[src/rtl/atapi_pkt_pkg.sv]
package atapi_pkt_pkg;

    typedef enum logic [2:0] {
        S_IDLE,
        S_PRECHK,
        S_CMD,
        S_DRQWAIT,
        S_WORD,
        S_POSTWAIT,
        S_FINISH
    } issuer_state_t;

    localparam logic [2:0]  REG_DATA   = 3'd0;
    localparam logic [2:0]  REG_STATUS = 3'd7;
    localparam logic [2:0]  REG_CMD    = 3'd7;
    localparam logic [15:0] OPC_PACKET = 16'h00A0;

    localparam int ST_BSY = 7;
    localparam int ST_DRQ = 3;
    localparam int ST_CHK = 0;

endpackage

[src/rtl/pkt_word_sel.sv]
module pkt_word_sel #(
    parameter int CMD_BYTES = 12,
    parameter int IDX_W     = 3
) (
    input  logic [8*CMD_BYTES-1:0] pkt,
    input  logic [IDX_W-1:0]       idx,
    output logic [15:0]            word
);
    localparam int CMD_WORDS = CMD_BYTES / 2;

    // Word k is bytes 2k (low) and 2k+1 (high): the little-endian slice.
    // Indices beyond the command give zero padding.
    always_comb begin
        word = '0;
        for (int k = 0; k < CMD_WORDS; k++) begin
            if (idx == IDX_W'(k)) begin
                word = pkt[16*k +: 16];
            end
        end
    end
endmodule

[src/rtl/wait_timer.sv]
module wait_timer #(
    parameter int W = 16
) (
    input  logic         clk,
    input  logic         rst_n,
    input  logic         clear,
    input  logic         run,
    input  logic [W-1:0] limit,
    output logic         expired
);
    logic [W-1:0] cnt;

    assign expired = run && (cnt == limit);

    always_ff @(posedge clk or negedge rst_n) begin
        if (!rst_n) begin
            cnt <= '0;
        end else if (clear) begin
            cnt <= '0;
        end else if (run && !expired) begin
            cnt <= cnt + 1'b1;
        end
    end
endmodule

[src/rtl/atapi_pkt_issuer.sv]
module atapi_pkt_issuer
    import atapi_pkt_pkg::*;
#(
    parameter int CMD_BYTES = 12,
    parameter int PAD_BYTES = 16,
    parameter int TMO_W     = 16
) (
    input  logic                   clk,
    input  logic                   rst_n,
    input  logic                   start,
    input  logic [8*CMD_BYTES-1:0] pkt_bytes,
    input  logic                   long_pkt,
    input  logic [TMO_W-1:0]       timeout_cycles,
    output logic                   busy,
    output logic                   done,
    output logic                   fail,
    output logic                   tmo,
    output logic                   tf_req,
    output logic                   tf_we,
    output logic [2:0]             tf_addr,
    output logic [15:0]            tf_wdata,
    input  logic                   tf_ack,
    input  logic [7:0]             tf_rdata
);
    localparam int CMD_WORDS = CMD_BYTES / 2;
    localparam int PAD_WORDS = PAD_BYTES / 2;
    localparam int IDX_W     = $clog2(PAD_WORDS);
    localparam logic [IDX_W-1:0] LAST_SHORT = IDX_W'(CMD_WORDS - 1);
    localparam logic [IDX_W-1:0] LAST_LONG  = IDX_W'(PAD_WORDS - 1);

    issuer_state_t state, state_nx;

    logic [8*CMD_BYTES-1:0] pkt_q;
    logic                   long_q;
    logic [IDX_W-1:0]       widx;
    logic                   fail_q, tmo_q;
    logic [15:0]            word;
    logic                   polling, expired;
    logic                   st_bsy, st_drq, st_chk;
    logic                   last_word;
    logic                   unused_status_bits;

    assign st_bsy    = tf_rdata[ST_BSY];
    assign st_drq    = tf_rdata[ST_DRQ];
    assign st_chk    = tf_rdata[ST_CHK];
    assign last_word = (widx == (long_q ? LAST_LONG : LAST_SHORT));
    assign polling   = (state == S_PRECHK) || (state == S_DRQWAIT) || (state == S_POSTWAIT);
    assign unused_status_bits = ^{tf_rdata[6:4], tf_rdata[2:1]};

    pkt_word_sel #(.CMD_BYTES(CMD_BYTES), .IDX_W(IDX_W)) u_sel (
        .pkt  (pkt_q),
        .idx  (widx),
        .word (word)
    );

    wait_timer #(.W(TMO_W)) u_tmr (
        .clk     (clk),
        .rst_n   (rst_n),
        .clear   (state_nx != state),
        .run     (polling),
        .limit   (timeout_cycles),
        .expired (expired)
    );

    // Next-state logic
    always_comb begin
        state_nx = state;
        unique case (state)
            S_IDLE:     if (start) state_nx = S_PRECHK;
            S_PRECHK:   if (tf_ack && !st_bsy)           state_nx = S_CMD;
                        else if (expired)                state_nx = S_FINISH;
            S_CMD:      if (tf_ack)                      state_nx = S_DRQWAIT;
            S_DRQWAIT:  if (tf_ack && !st_bsy && st_drq) state_nx = S_WORD;
                        else if (expired)                state_nx = S_FINISH;
            S_WORD:     if (tf_ack && last_word)         state_nx = S_POSTWAIT;
            S_POSTWAIT: if (tf_ack && !st_bsy)           state_nx = S_FINISH;
                        else if (expired)                state_nx = S_FINISH;
            S_FINISH:   state_nx = S_IDLE;
            default:    state_nx = S_IDLE;
        endcase
    end

    // State register
    always_ff @(posedge clk or negedge rst_n) begin
        if (!rst_n) state <= S_IDLE;
        else        state <= state_nx;
    end

    // Run context: packet, length, word index and result flags
    always_ff @(posedge clk or negedge rst_n) begin
        if (!rst_n) begin
            pkt_q  <= '0;
            long_q <= 1'b0;
            widx   <= '0;
            fail_q <= 1'b0;
            tmo_q  <= 1'b0;
        end else begin
            if (state == S_IDLE && start) begin
                pkt_q  <= pkt_bytes;
                long_q <= long_pkt;
                widx   <= '0;
                fail_q <= 1'b0;
                tmo_q  <= 1'b0;
            end
            if (state == S_WORD && tf_ack && !last_word) begin
                widx <= widx + 1'b1;
            end
            if (polling && state_nx == S_FINISH) begin
                if (state == S_POSTWAIT && tf_ack && !st_bsy) begin
                    fail_q <= st_chk;
                end else begin
                    fail_q <= 1'b1;
                    tmo_q  <= 1'b1;
                end
            end
        end
    end

    // Outputs
    always_comb begin
        busy     = (state != S_IDLE);
        done     = (state == S_FINISH);
        fail     = done && fail_q;
        tmo      = done && tmo_q;
        tf_req   = 1'b0;
        tf_we    = 1'b0;
        tf_addr  = REG_STATUS;
        tf_wdata = '0;
        unique case (state)
            S_PRECHK, S_DRQWAIT, S_POSTWAIT: begin
                tf_req  = 1'b1;
                tf_addr = REG_STATUS;
            end
            S_CMD: begin
                tf_req   = 1'b1;
                tf_we    = 1'b1;
                tf_addr  = REG_CMD;
                tf_wdata = OPC_PACKET;
            end
            S_WORD: begin
                tf_req   = 1'b1;
                tf_we    = 1'b1;
                tf_addr  = REG_DATA;
                tf_wdata = word;
            end
            default: ;
        endcase
    end
endmodule

[config.mk]
export PLATFORM = sky130hd
export DESIGN_NAME = atapi_pkt_issuer
export DESIGN_NICKNAME = d
export VERILOG_FILES = /design/src/rtl/atapi_pkt_pkg.sv /design/src/rtl/pkt_word_sel.sv /design/src/rtl/wait_timer.sv /design/src/rtl/atapi_pkt_issuer.sv
export SDC_FILE = /design/constraint.sdc
export NUM_CORES = 1
export LEC_CHECK = 0
export BUFFER_PORTS_ARGS = -buffer_cell sky130_fd_sc_hd__buf_2
export CAP_MARGIN = 30
export CORE_MARGIN = 5
export CORE_UTILIZATION = 40
export CTS_CLUSTER_SIZE = 30
export DETAILED_ROUTE_END_ITERATION = 10
export GPL_TIMING_DRIVEN = 0
export SETUP_SLACK_MARGIN = 0.1
export SLEW_MARGIN = 20
export SYNTH_ARGS = -nofsm -noshare
export SYNTH_HDL_FRONTEND = slang
export SYNTH_SLANG_ARGS = --single-unit
[constraint.sdc]
create_clock -name clk -period 2.95 [get_ports clk]
set_input_delay 0.4425 -clock clk [delete_from_list [all_inputs] [get_ports clk]]
set_output_delay 0.4425 -clock clk [all_outputs]
set_load 0.03 [all_outputs]
==> qor.yml <==
run_status:
  status: "finished with violations"
  violations: "negative setup slack"
place:
  gp_congestion: 0.872
  io_buffers: 144
  place_area_um2: 6970
  hpwl_mm: 12.9
  dp.cells: 1054
power:
  power_w: 0.00800
  p_leak_nw: 4.12
  power-per-cell-area_nw_per_um2: 1000
  ir_drop_uv: 532
clocking:
  clk_latency_ns: 0.41
  ctsHtreeMaxLevel: 4
  cts_tree: "built"
  clk_pin_slew_worst_paths_ns: 0.05
  cts_made_buffers: 17
  clk_path_buf_depth: 2
  clkSinkCount: 121
  cts_root_buf: "clkbuf_16"
global_routing:
  grt.busiest_layer: "met2"
  grt_max_degree: 79
  grt_use_met2_pct: 31.6
  antenna_found_initial: 0
  track_usage_pct: 20.2
  grt_pass1_wl_mm: 28.3
  use_met1_pct: 28.0
  grt_pass1_vias: 5451
  grt_util_met3_pct: 5.84
  grt-ovfl-total: 0
die:
  core_um2: 14600
  die_x_um: 132
  io_pins: 150
  die_h_um: 132
  start_util_pct: 41.0
  die_area_um2: 17500
  rows: 44
layout:
  area.sequential_um2: 3030
  design_area_um2: 8000
  syn_to_final_growth_pct: 33.7
  multi_input_area_um2: 2960
  drive_above_1_share_pct: 28.1
  n_antenna_cell: 0
  finalNonFillerCells: 1094
  final_core_util_pct: 54.8
  nNetsFinal: 1028
  nFillCells: 1407
yosys:
  synthTopCellsByArea: "dfrtp_1 (51%), nand2_1 (20%), xor2_1 (4.4%)"
  synth_cells: 725
  syn_area_per_cell_um2: 8.25
  yosysWarningCount: 0
  yosysTopAreaCell: "dfrtp_1"
  ys.flop_type: "dfrtp_1"
  yosysMostFrequentCell: "nand2_1"
  ys_ff_latch: 121
  syn-num-nets: 856
  netlist_top_cells_count: "nand2_1 (319), dfrtp_1 (121), nor2_1 (35)"
  netlist_area_um2: 5980
  synth.yosys.seq_area_share_pct: 50.6
  synth.top_cell.area_share_pct: 50.6
  ys_types: 42
  synth_edf_count: 0
  async_flop_share_pct: 100
setup_path:
  cp.arrival_ns: 2.56
  crit_type: "register to output port"
  cp-start-kind: "register"
  required_ns: 2.51
  worstSetupEndpointType: "output port"
  cp_max_fo: 5
run:
  cap_viol_max_count: 0
route:
  viasPerCell: 5.03
  via_count: 5505
  first_pass_iters: 5
  ant_nets: 0
  routedWlPerCell_um: 16.1
  dr.first_iter.drc_count: 394
  wirelength_mm: 17.6
  route.detailed.drc: 0
sta:
  period_minus_slack_ns: 3.00
  finClkSkew_ns: 0.00808
  finalCritPeriodShare_pct: 102
  setup_slack_ns: -0.0514
  relSlewSlack_pct: 55.1
  worst_slew_pin_slew_ns: 0.674
  final-hold-violation-count: 0
  fmax_ghz: 0.333
  slew_violations: 0
  setup_viol: 8
  rsz0062_at_grt: "yes"
min_path:
  hold_class: "input pin to register"
[critical path, cell delays in order, from the launching register on]
cell and delay (ns):
dfrtp_1 0.43, inv_2 0.13, ha_4 0.14, buf_6 0.09, nor3b_4 0.31, buf_6 0.19, a22oi_2 0.09, a211oi_2 0.30
a221oi_2 0.08, o21ai_1 0.22, buf_4 0.19
[layer usage]
metal	up-vias	wire, µm
met5	-	0
met4	0	185
met3	12	1110
met2	167	8160
met1	2593	8160
li1	2733	-
[what timing repair did]
action,4_1_cts,5_1_grt
hold endpoints to repair,43,0
pin swaps,38,4
hold buffers,1,0
setup buffers,5,1
cloned,1,0
gates resized for setup,87,3
setup endpoints to repair,16,16
[logic make-up (layout without fill, tap and decap cells)]
family | after synthesis | in the layout | synth area share, %
compound gates | 103 | 103 | 11.6
xor+xnor | 32 | 32 | 4.68
fa+ha+maj | 6 | 6 | 1.25
buf+inv | 57 | 242 | 4.27
flops | 121 | 121 | 50.6
simple gates | 406 | 406 | 27.6
[cell type report]
type	count	share of cell area, %
multi-input combinational	547	37.0
tap	184	2.88
timing repair buffer	153	10.8
inverter	10	0.469
sequential	121	37.9
clock inverter	8	1.75
buffer	47	3.08
clock buffer	24	6.15
[per-stage QoR]
stage,setup slack [ns],hold slack (ns),TNS [ns]
after global placement,-0.199,0.452,-23.87
after floorplan,0.290,0.147,0
after detailed placement,-0.158,0.395,-0.972
after CTS,-0.0262,0.204,-0.126
final,-0.0514,0.217,-0.246
after global routing,-0.190,0.204,-2.30
[worst paths after layout]
check	from	end	slack [ns]	cells after the start
max in group asynchronous	rst_n	pkt_q[5]	1.68	3
min reg2reg	pkt_q[71]	pkt_q[71]	0.47	2
max	widx[1]	tf_wdata[13]	-0.05	10
min	pkt_bytes[27]	pkt_q[27]	0.22	3
max reg2reg	state[0]	pkt_q[1]	0.71	8
min in group asynchronous	rst_n	u_tmr.cnt[11]	0.53	2
[flip-flops by register name, summed over array words and instances (netlist names)]
signal     count
pkt_q         96
fail_q         1
long_q         1
state          3
u_tmr.cnt     16
widx           3
tmo_q          1
[layout by cell type (no fill, tap or decap), types with 3 or more instances in the layout]
cell type,n
bufinv_16,4
clkbuf_1,26
nand4_1,9
clkinv_2,4
nor4_1,4
o21ai_0,21
and2_1,3
nor2b_1,5
clkbuf_8,4
xor2_1,30
o21ai_1,17
buf_6,8
clkbuf_16,17
a221oi_2,13
a211oi_2,16
clkbuf_2,5
nand2_1,319
nand3_1,13
a22oi_1,7
and3_1,7
inv_1,7
a221oi_1,3
ha_1,4
buf_2,136
a21oi_1,5
a22oi_2,11
nor2_1,34
buf_4,24
dfrtp_1,120
[report_power, final]
group | internal (W) | switching, W
sequential | 0.00235 | 0.000452
clock | 0.00150 | 0.000703
combinational | 0.00119 | 0.00180
total | 0.00504 | 0.00296
Note: power is estimated with default switching activity, not from simulation.
